<file path="config.mk">
export PLATFORM = sky130hd
export DESIGN_NAME = opdec_operand_unit
export DESIGN_NICKNAME = d
export VERILOG_FILES = /design/src/rtl/opdec_pkg.sv /design/src/rtl/opdec_format_sel.sv /design/src/rtl/opdec_imm_extract.sv /design/src/rtl/opdec_addr_mode.sv /design/src/rtl/opdec_operand_unit.sv
export SDC_FILE = /design/constraint.sdc
export NUM_CORES = 1
export LEC_CHECK = 0
export ABC_AREA = 1
export BUFFER_PORTS_ARGS = -buffer_cell sky130_fd_sc_hd__clkbuf_2
export CORE_ASPECT_RATIO = 1.2
export CORE_UTILIZATION = 50
export DETAILED_ROUTE_END_ITERATION = 6
export GPL_ROUTABILITY_DRIVEN = 0
export GPL_TIMING_DRIVEN = 0
export PLACE_DENSITY_LB_ADDON = 0.25
export SYNTH_ARGS = -nofsm -noshare
export SYNTH_HDL_FRONTEND = slang
export SYNTH_SLANG_ARGS = --single-unit
</file>
<file path="constraint.sdc">
create_clock -name clk -period 0.8 [get_ports clk]
set_input_delay 0.24 -clock clk [delete_from_list [all_inputs] [get_ports clk]]
set_output_delay 0.24 -clock clk [all_outputs]
set_load 0.03 [all_outputs]
</file>
<file path="src/rtl/opdec_pkg.sv">
package opdec_pkg;

  localparam int unsigned PARCEL_W = 16;
  localparam int unsigned RIDX_W   = 4;
  localparam int unsigned LEN_W    = 4;

  typedef enum logic [1:0] {
    FMT_PLAIN = 2'd0,
    FMT_IMM   = 2'd1,
    FMT_ADDR  = 2'd2,
    FMT_MACRO = 2'd3
  } fmt_e;

  // addressing mode codes held in opcode bits 7:4
  localparam logic [3:0] MODE_PC_D32  = 4'h1;
  localparam logic [3:0] MODE_ABS_32  = 4'h3;
  localparam logic [3:0] MODE_REG_D32 = 4'h6;
  localparam logic [3:0] MODE_PC_D16  = 4'h9;
  localparam logic [3:0] MODE_REG_D12 = 4'hA;
  localparam logic [3:0] MODE_ABS_16  = 4'hB;
  localparam logic [3:0] MODE_PC_IDX  = 4'hD;
  localparam logic [3:0] MODE_REG_IDX = 4'hE;

  function automatic logic field_match(input logic [PARCEL_W-1:0] word,
                                       input logic [PARCEL_W-1:0] mask,
                                       input logic [PARCEL_W-1:0] pattern);
    return (word & mask) == pattern;
  endfunction

endpackage

</file>
<file path="src/rtl/opdec_format_sel.sv">
module opdec_format_sel
  import opdec_pkg::*;
(
  input  logic [PARCEL_W-1:0] opcode_i,
  output fmt_e                fmt_o,
  output logic                imm_short_o
);

  logic has_imm;
  logic has_ea;
  logic has_macro;

  assign has_imm   = field_match(opcode_i, 16'hF800, 16'h3800) ||
                     field_match(opcode_i, 16'hD300, 16'h8300);
  assign has_ea    = field_match(opcode_i, 16'hF100, 16'h4100) ||
                     field_match(opcode_i, 16'hE100, 16'h6100);
  assign has_macro = field_match(opcode_i, 16'hFD00, 16'hB400);

  // priority: immediate, addressing, macro, short
  always_comb begin
    if (has_imm)        fmt_o = FMT_IMM;
    else if (has_ea)    fmt_o = FMT_ADDR;
    else if (has_macro) fmt_o = FMT_MACRO;
    else                fmt_o = FMT_PLAIN;
  end

  assign imm_short_o = opcode_i[7];

endmodule

</file>
<file path="src/rtl/opdec_imm_extract.sv">
module opdec_imm_extract
  import opdec_pkg::*;
#(
  parameter int unsigned ADDR_W = 32
) (
  input  fmt_e                fmt_i,
  input  logic                short_i,
  input  logic [PARCEL_W-1:0] ext1_i,
  input  logic [PARCEL_W-1:0] ext2_i,
  output logic [ADDR_W-1:0]   imm_o,
  output logic [LEN_W-1:0]    len_o
);

  logic signed [PARCEL_W-1:0]   half_s;
  logic signed [2*PARCEL_W-1:0] word_s;

  assign half_s = $signed(ext1_i);
  assign word_s = $signed({ext2_i, ext1_i});

  always_comb begin
    imm_o = '0;
    len_o = LEN_W'(2);
    case (fmt_i)
      FMT_IMM: begin
        if (short_i) begin
          imm_o = ADDR_W'(half_s);
          len_o = LEN_W'(4);
        end else begin
          imm_o = ADDR_W'(word_s);
          len_o = LEN_W'(6);
        end
      end
      FMT_MACRO: begin
        imm_o = ADDR_W'(ext1_i);
        len_o = LEN_W'(4);
      end
      default: begin
        imm_o = '0;
        len_o = LEN_W'(2);
      end
    endcase
  end

endmodule

</file>
<file path="src/rtl/opdec_addr_mode.sv">
module opdec_addr_mode
  import opdec_pkg::*;
#(
  parameter int unsigned ADDR_W = 32
) (
  input  logic [3:0]          mode_i,
  input  logic [RIDX_W-1:0]   opreg_i,
  input  logic [PARCEL_W-1:0] ext1_i,
  input  logic [PARCEL_W-1:0] ext2_i,
  input  logic [PARCEL_W-1:0] ext3_i,
  input  logic [ADDR_W-1:0]   pc_i,
  input  logic [ADDR_W-1:0]   base_data_i,
  input  logic [ADDR_W-1:0]   index_data_i,
  output logic [ADDR_W-1:0]   ea_o,
  output logic [RIDX_W-1:0]   data_reg_o,
  output logic [LEN_W-1:0]    len_o,
  output logic                illegal_o
);

  localparam int unsigned D12_W = PARCEL_W - RIDX_W;

  logic signed [PARCEL_W-1:0]   d16_s;
  logic signed [D12_W-1:0]      d12_s;
  logic signed [2*PARCEL_W-1:0] d32_near_s;
  logic signed [2*PARCEL_W-1:0] d32_far_s;
  logic [ADDR_W-1:0]            d16_x;
  logic [ADDR_W-1:0]            d12_x;
  logic [ADDR_W-1:0]            d32_near_x;
  logic [ADDR_W-1:0]            d32_far_x;
  logic [RIDX_W-1:0]            split_reg;

  assign d16_s      = $signed(ext1_i);
  assign d12_s      = $signed(ext1_i[PARCEL_W-1:RIDX_W]);
  assign d32_near_s = $signed({ext2_i, ext1_i});
  assign d32_far_s  = $signed({ext3_i, ext2_i});
  assign d16_x      = ADDR_W'(d16_s);
  assign d12_x      = ADDR_W'(d12_s);
  assign d32_near_x = ADDR_W'(d32_near_s);
  assign d32_far_x  = ADDR_W'(d32_far_s);
  assign split_reg  = ext1_i[RIDX_W-1:0];

  always_comb begin
    ea_o       = '0;
    data_reg_o = opreg_i;
    len_o      = LEN_W'(2);
    illegal_o  = 1'b0;
    case (mode_i)
      MODE_PC_D32: begin
        ea_o  = pc_i + d32_near_x;
        len_o = LEN_W'(6);
      end
      MODE_ABS_32: begin
        ea_o  = d32_near_x;
        len_o = LEN_W'(6);
      end
      MODE_REG_D32: begin
        ea_o       = base_data_i + d32_far_x;
        data_reg_o = split_reg;
        len_o      = LEN_W'(8);
      end
      MODE_PC_D16: begin
        ea_o  = pc_i + d16_x;
        len_o = LEN_W'(4);
      end
      MODE_REG_D12: begin
        ea_o       = base_data_i + d12_x;
        data_reg_o = split_reg;
        len_o      = LEN_W'(4);
      end
      MODE_ABS_16: begin
        ea_o  = d16_x;
        len_o = LEN_W'(4);
      end
      MODE_PC_IDX: begin
        ea_o       = pc_i + index_data_i;
        data_reg_o = split_reg;
        len_o      = LEN_W'(4);
      end
      MODE_REG_IDX: begin
        ea_o       = base_data_i + index_data_i;
        data_reg_o = split_reg;
        len_o      = LEN_W'(4);
      end
      default: begin
        illegal_o = 1'b1;
      end
    endcase
  end

endmodule

</file>
<file path="src/rtl/opdec_operand_unit.sv">
module opdec_operand_unit
  import opdec_pkg::*;
#(
  parameter int unsigned ADDR_W = 32
) (
  input  logic                clk,
  input  logic                rst_n,
  input  logic                in_valid,
  input  logic [PARCEL_W-1:0] opcode,
  input  logic [PARCEL_W-1:0] ext1,
  input  logic [PARCEL_W-1:0] ext2,
  input  logic [PARCEL_W-1:0] ext3,
  input  logic [ADDR_W-1:0]   pc,
  output logic [RIDX_W-1:0]   base_idx,
  output logic [RIDX_W-1:0]   index_idx,
  input  logic [ADDR_W-1:0]   base_data,
  input  logic [ADDR_W-1:0]   index_data,
  output logic                res_valid,
  output logic [LEN_W-1:0]    res_len,
  output logic [ADDR_W-1:0]   res_imm,
  output logic [ADDR_W-1:0]   res_ea,
  output logic [RIDX_W-1:0]   res_reg,
  output logic [1:0]          res_kind,
  output logic                res_illegal
);

  fmt_e              fmt;
  logic              imm_short;
  logic [ADDR_W-1:0] imm_val;
  logic [LEN_W-1:0]  imm_len;
  logic [ADDR_W-1:0] am_ea;
  logic [RIDX_W-1:0] am_reg;
  logic [LEN_W-1:0]  am_len;
  logic              am_illegal;

  logic              valid_q, valid_d;
  logic [LEN_W-1:0]  len_q, len_d;
  logic [ADDR_W-1:0] imm_q, imm_d;
  logic [ADDR_W-1:0] ea_q, ea_d;
  logic [RIDX_W-1:0] reg_q, reg_d;
  logic [1:0]        kind_q, kind_d;
  logic              ill_q, ill_d;

  // register read ports: base from opcode, index from first parcel
  assign base_idx  = opcode[RIDX_W-1:0];
  assign index_idx = ext1[2*RIDX_W-1:RIDX_W];

  opdec_format_sel u_fmt (
    .opcode_i    (opcode),
    .fmt_o       (fmt),
    .imm_short_o (imm_short)
  );

  opdec_imm_extract #(.ADDR_W(ADDR_W)) u_imm (
    .fmt_i   (fmt),
    .short_i (imm_short),
    .ext1_i  (ext1),
    .ext2_i  (ext2),
    .imm_o   (imm_val),
    .len_o   (imm_len)
  );

  opdec_addr_mode #(.ADDR_W(ADDR_W)) u_am (
    .mode_i       (opcode[7:4]),
    .opreg_i      (opcode[RIDX_W-1:0]),
    .ext1_i       (ext1),
    .ext2_i       (ext2),
    .ext3_i       (ext3),
    .pc_i         (pc),
    .base_data_i  (base_data),
    .index_data_i (index_data),
    .ea_o         (am_ea),
    .data_reg_o   (am_reg),
    .len_o        (am_len),
    .illegal_o    (am_illegal)
  );

  // next-state: load on in_valid, otherwise hold
  always_comb begin
    valid_d = in_valid;
    len_d   = len_q;
    imm_d   = imm_q;
    ea_d    = ea_q;
    reg_d   = reg_q;
    kind_d  = kind_q;
    ill_d   = ill_q;
    if (in_valid) begin
      kind_d = fmt;
      imm_d  = imm_val;
      if (fmt == FMT_ADDR) begin
        len_d = am_len;
        ea_d  = am_ea;
        reg_d = am_reg;
        ill_d = am_illegal;
      end else begin
        len_d = imm_len;
        ea_d  = '0;
        reg_d = opcode[RIDX_W-1:0];
        ill_d = 1'b0;
      end
    end
  end

  always_ff @(posedge clk or negedge rst_n) begin
    if (!rst_n) begin
      valid_q <= 1'b0;
      len_q   <= '0;
      imm_q   <= '0;
      ea_q    <= '0;
      reg_q   <= '0;
      kind_q  <= '0;
      ill_q   <= 1'b0;
    end else begin
      valid_q <= valid_d;
      len_q   <= len_d;
      imm_q   <= imm_d;
      ea_q    <= ea_d;
      reg_q   <= reg_d;
      kind_q  <= kind_d;
      ill_q   <= ill_d;
    end
  end

  assign res_valid   = valid_q;
  assign res_len     = len_q;
  assign res_imm     = imm_q;
  assign res_ea      = ea_q;
  assign res_reg     = reg_q;
  assign res_kind    = kind_q;
  assign res_illegal = ill_q;

endmodule

</file>
==> flow_metrics.py, run 1 <==
metrics = {
    "outcome": {
        "outcome": "did not finish",
        "firstError": "[ERROR GRT-0116] Global routing finished with congestion. Check the congestion regions in the DRC Viewer.",
        "lastStage": "global routing",
    },
    "place": {
        "place_hpwl_um": 30900,
        "place_area_mm2": 0.0114,
        "dp.cells": 2154,
        "io_buffer_count": 245,
    },
    "global_route": {
        "grt_max_degree": 40,
        "grt_overflow": 1,
        "grt_pass1_wl_um": 94000,
        "grt_pass1_vias": 15453,
        "globalRouteTotalUtil_pct": 65.0,
    },
    "floorplanning": {
        "initial_core_util_pct": 51.5,
        "die_height_um": 152,
        "ios": 247,
        "rows": 54,
        "die_w_um": 127,
    },
    "synth": {
        "synth_top_area_share_pct": 25.7,
        "yosysSeqAreaShare_pct": 19.9,
        "synth_nets": 1898,
        "synth_simple_gate_area_share_pct": 40.8,
        "netlist_instances": 1656,
        "synth-compound-area-share_pct": 14.9,
        "syn_avg_cell_area_um2": 5.70,
        "synth_area_leader_cell": "nand2_1",
        "synth_xor_xnor_area_share_pct": 0.0929,
        "yosysWarnings": 0,
        "ys_top_cells_by_area": "nand2_1 26%, dfrtp_1 20%, inv_1 11%",
        "synthMuxAreaShare_pct": 0,
        "synth_area_mm2": 0.00943,
        "synth_top_family_by_area": "simple AND/OR/NAND/NOR gates",
        "synth.distinct_cells": 40,
        "ys_seq_elements": 75,
        "synth-adder-area-share_pct": 10.6,
    },
    "clocking": {
        "cts.sinks": 75,
        "h-tree-depth": 3,
        "numCtsBuffers": 9,
        "root_buffer": "clkbuf_16",
        "cts_buffer_depth": 2,
    },
}
## through the flow
step	setup slack [ns]	TNS (ns)	hold WS [ns]
2_1_floorplan	-1.71	-59.31	-0.0556
3_3_place_gp	-2.42	-185.02	0.406
3_5_place_dp	-2.47	-104.53	0.275
4_1_cts	-1.73	-85.73	-0.0899
## cells in the mapped netlist
master and count:
a21boi_0 5, a21o_1 1, a21oi_1 50, a21oi_2 2, a221oi_1 11, a22o_1 1
a22oi_1 21, a2bb2oi_1 15, a31oi_1 3, and2_1 5, buf_2 9, buf_4 9
clkbuf_1 27, clkinv_1 1, conb_1 1, dfrtp_1 75, fa_1 2, ha_1 77
inv_1 278, inv_2 6, nand2_1 647, nand2_2 2, nand3_1 112, nand3b_1 16
nand4_1 12, nor2_1 102, nor2_2 2, nor2_4 1, nor3_1 13, nor3_2 1
nor4_1 5, o211ai_1 6, o21a_1 4, o21ai_0 96, o21ai_1 10, o21bai_1 5
o221ai_1 3, o22ai_1 2, or2_2 17, xor2_1 1
## timing repair
action / CTS
gates resized for setup: 538
pin swaps: 167
endpoints found under the hold margin: 38
setup buffers: 131
setup endpoints to repair: 157
cloned: 9
## routing by layer
layer / GRT overflow / GRT usage [%]
met3: 0 / 48.1
met4: 0 / 60.9
met5: 0 / 26.9
met2: 1 / 82.0
met1: 0 / 66.0
## cell families after synthesis
group / Yosys count
AND/OR/NAND/NOR: 935
buffers and inverters: 330
AO/OA/AOI/OAI: 235
adder cells (fa/ha/maj): 79
flip-flops: 75
XOR/XNOR: 1
other: 1
==> run 2, diff against run 1 <==
--- a/config.mk
+++ b/config.mk
@@ -7,12 +7,11 @@
 export LEC_CHECK = 0
 export ABC_AREA = 1
 export BUFFER_PORTS_ARGS = -buffer_cell sky130_fd_sc_hd__clkbuf_2
-export CORE_ASPECT_RATIO = 1.2
-export CORE_UTILIZATION = 50
+export CORE_UTILIZATION = 40
 export DETAILED_ROUTE_END_ITERATION = 6
 export GPL_ROUTABILITY_DRIVEN = 0
 export GPL_TIMING_DRIVEN = 0
-export PLACE_DENSITY_LB_ADDON = 0.25
+export PLACE_DENSITY_LB_ADDON = 0.15
 export SYNTH_ARGS = -nofsm -noshare
 export SYNTH_HDL_FRONTEND = slang
 export SYNTH_SLANG_ARGS = --single-unit
==> constraint.sdc (replaced) <==
create_clock -name clk -period 1 [get_ports clk]
set_input_delay 0.3 -clock clk [delete_from_list [all_inputs] [get_ports clk]]
set_output_delay 0.3 -clock clk [all_outputs]
set_load 0.03 [all_outputs]
==> flow_metrics.py, run 2 <==
metrics = {
    "pwr": {
        "ir_worst_vdd_mv": 0.806,
        "p_leak_nw": 8.26,
        "powerDensity_mw_per_mm2": 927,
    },
    "route": {
        "ant_nets": 0,
        "drt_first_iter_violations": 1091,
        "drt_pre_antenna_iters": 6,
        "drt-vias-per-instance": 5.38,
        "wl_um": 43600,
        "route.vias.total": 12782,
        "avgRoutedWirePerCell_um": 18.3,
        "drt_drc_violations_left": 0,
    },
    "finish": {
        "drive_gt1_share_pct": 38.4,
        "area_delta_synth_final_pct": 62.7,
        "final_cell_mix": "558 x nand2_1, 254 x inv_1, 159 x clkbuf_2, 136 x buf_4, 86 x buf_8",
        "n_fill_cell": 1901,
        "post-route-util_pct": 67.2,
        "fin_nets": 2298,
        "final_common_cell": "nand2_1",
    },
    "synth": {
        "synth.distinct_cells": 40,
        "yosysMostFrequentCell": "nand2_1",
        "ys_top_cells_by_area": "nand2_1 26%, dfrtp_1 20%, inv_1 11%",
        "synth_nets": 1898,
        "synth_edf_count": 0,
        "syn_avg_cell_area_um2": 5.70,
        "synthArstFlopShare_pct": 100,
        "ys_seq_elements": 75,
        "synth_area_mm2": 0.00943,
        "synth_common_cells": "647 x nand2_1, 278 x inv_1, 112 x nand3_1",
        "synth_area_leader_cell": "nand2_1",
        "netlist_instances": 1656,
        "synth_top_area_share_pct": 25.7,
        "yosysSeqAreaShare_pct": 19.9,
        "yosysWarnings": 0,
        "yosys_most_used_dff": "dfrtp_1",
    },
    "setup_path": {
        "path_max_fanout": 6,
        "worstSetupPathType": "in -> reg",
        "end_kind": "flop",
        "crit_arrival_ns": 3.06,
        "r2r_slack_ns": 0.08,
        "startpoint_type": "input port",
        "worstPathRequired_ns": 1.23,
    },
    "floorplanning": {
        "ios": 247,
        "initial_core_util_pct": 41.3,
        "core_area_mm2": 0.0228,
        "dieArea_mm2": 0.0242,
        "die_w_um": 156,
        "die_height_um": 156,
        "rows": 55,
    },
    "outcome": {
        "outcome": "finished with violations",
        "violations": "negative hold slack, negative setup slack",
    },
    "clocking": {
        "h-tree-depth": 3,
        "clk_latency_ns": 0.35,
        "cts_tree": "built",
        "clk_pin_slew_ns": 0.07,
        "numCtsBuffers": 9,
        "cts.sinks": 75,
        "root_buffer": "clkbuf_16",
        "cts_buffer_depth": 2,
    },
    "timing": {
        "fin_worst_skew_ns": 0,
        "max_slew_margin_pct": 45.9,
        "fin_crit_sh_pct": 282,
        "finalMaxSlewViolations": 0,
        "max_freq_mhz": 354,
        "timing_hold_violations_final": 25,
        "timing.final.ws_setup_ns": -1.82,
        "finalCriticalPeriod_ns": 2.82,
        "holdWs_ns": -0.0962,
        "grt_setup_unrepaired": "true",
        "setup_viol": 119,
        "tightest_slew_ns": 0.811,
    },
    "place": {
        "place_hpwl_um": 32100,
        "dpl_worst_slack_ns": -2.28,
        "io_buffer_count": 245,
    },
    "global_route": {
        "globalRouteTotalUtil_pct": 33.8,
        "grt_overflow": 0,
        "grt_pass1_vias": 11479,
        "grt_max_degree": 51,
        "grt_pass1_wl_um": 62200,
        "grt_antenna_before_repair": 1,
    },
    "flow_run": {
        "maxCapViolCount": 0,
    },
    "min_path": {
        "hold_path.class": "in -> async",
    },
}
-- run 2: power breakdown --
group          internal, mW  switching, mW  total, mW
clock                  1.98           1.48       3.46
sequential             3.12         0.0801       3.20
combinational          3.02           4.56       7.58
-- run 2: what timing repair did --
item / CTS / global route
endpoints found under the setup margin: 145 / 150
gates cloned: 5 / 0
buffers inserted: 93 / 46
endpoints found under the hold margin: 25 / 25
resized for setup: 406 / 235
pin swaps: 106 / 68
-- run 2: final timing paths --
check | start | endpoint | cells after the start
setup / recovery | opcode[5] | res_ea[14] | 18
hold / removal | rst_n | res_valid | 1
setup reg to reg | res_imm[25] | res_imm[25] | 4
hold reg to reg | res_ea[29] | res_ea[29] | 2
max in group asynchronous | rst_n | res_imm[27] | 2
min in group clk | in_valid | res_valid | 1
-- run 2: routing by layer --
layer | share of wire, % | vias up | global-route usage [%] | routed length [µm]
met5 | 0 | - | 0 | 0
met4 | 3.8 | 0 | 12.5 | 1660
met3 | 9.8 | 118 | 4.67 | 4280
met2 | 47 | 702 | 56.3 | 20400
met1 | 39 | 5903 | 44.5 | 17200
li1 | - | 6059 | - | -
-- run 2: logic make-up (layout without fill, tap and decap cells) --
family                   after synthesis  in the layout  synth area share [%]
AO/OA/AOI/OAI                        235            235                  14.9
adder cells (fa/ha/maj)               79             79                  10.6
AND/OR/NAND/NOR                      935            936                  40.8
other                                  1              2                0.0398
XOR/XNOR                               1              1                0.0929
flip-flops                            75             75                  19.9
buffers and inverters                330            734                  13.6
-- run 2: area by class of cell --
cell class | instances | area [µm²] | area share [%]
Sequential cell | 75 | 1880 | 12.2
Multi-Input combinational cell | 1252 | 7980 | 52.0
Inverter | 285 | 1110 | 7.26
Buffer | 45 | 424 | 2.76
Clock inverter | 7 | 82.6 | 0.538
Clock buffer | 9 | 225 | 1.47
Timing Repair Buffer | 388 | 3250 | 21.2
Antenna cell | 1 | 2.50 | 0.0163
Tap cell | 313 | 392 | 2.55
-- run 2: metrics by stage --
| stage | setup TNS [ns] | cell area [µm²] | instances | power [mW] |
|---|---|---|---|---|
| 2_1_floorplan | -49.16 | 9840 | 1656 | 6.90 |
| 3_3_place_gp | -167.01 | 11500 | 2214 | 8.59 |
| 3_5_place_dp | -88.90 | 11500 | 2215 | 8.65 |
| 4_1_cts | -64.61 | 14400 | 2329 | 13.3 |
| 5_1_grt | -73.55 | 15300 | 2375 | 14.9 |
| 6_report | -68.81 | 15300 | 2375 | 14.2 |
-- run 2: worst max-delay path, cell delays in order --
cell,delay [ns]
buf_8,0.08
clkinvlp_4,0.13
nor2_4,0.24
nand2_8,0.12
clkbuf_16,0.19
a221oi_4,0.43
ha_4,0.28
nand2_1,0.10
nand2_1,0.12
inv_1,0.10
nand2_2,0.09
a21oi_4,0.16
nand2_4,0.09
or2_4,0.25
nand3_2,0.07
o211ai_1,0.16
nand2_1,0.09
nand2_1,0.05
Note: power is estimated with default switching activity, not from simulation.
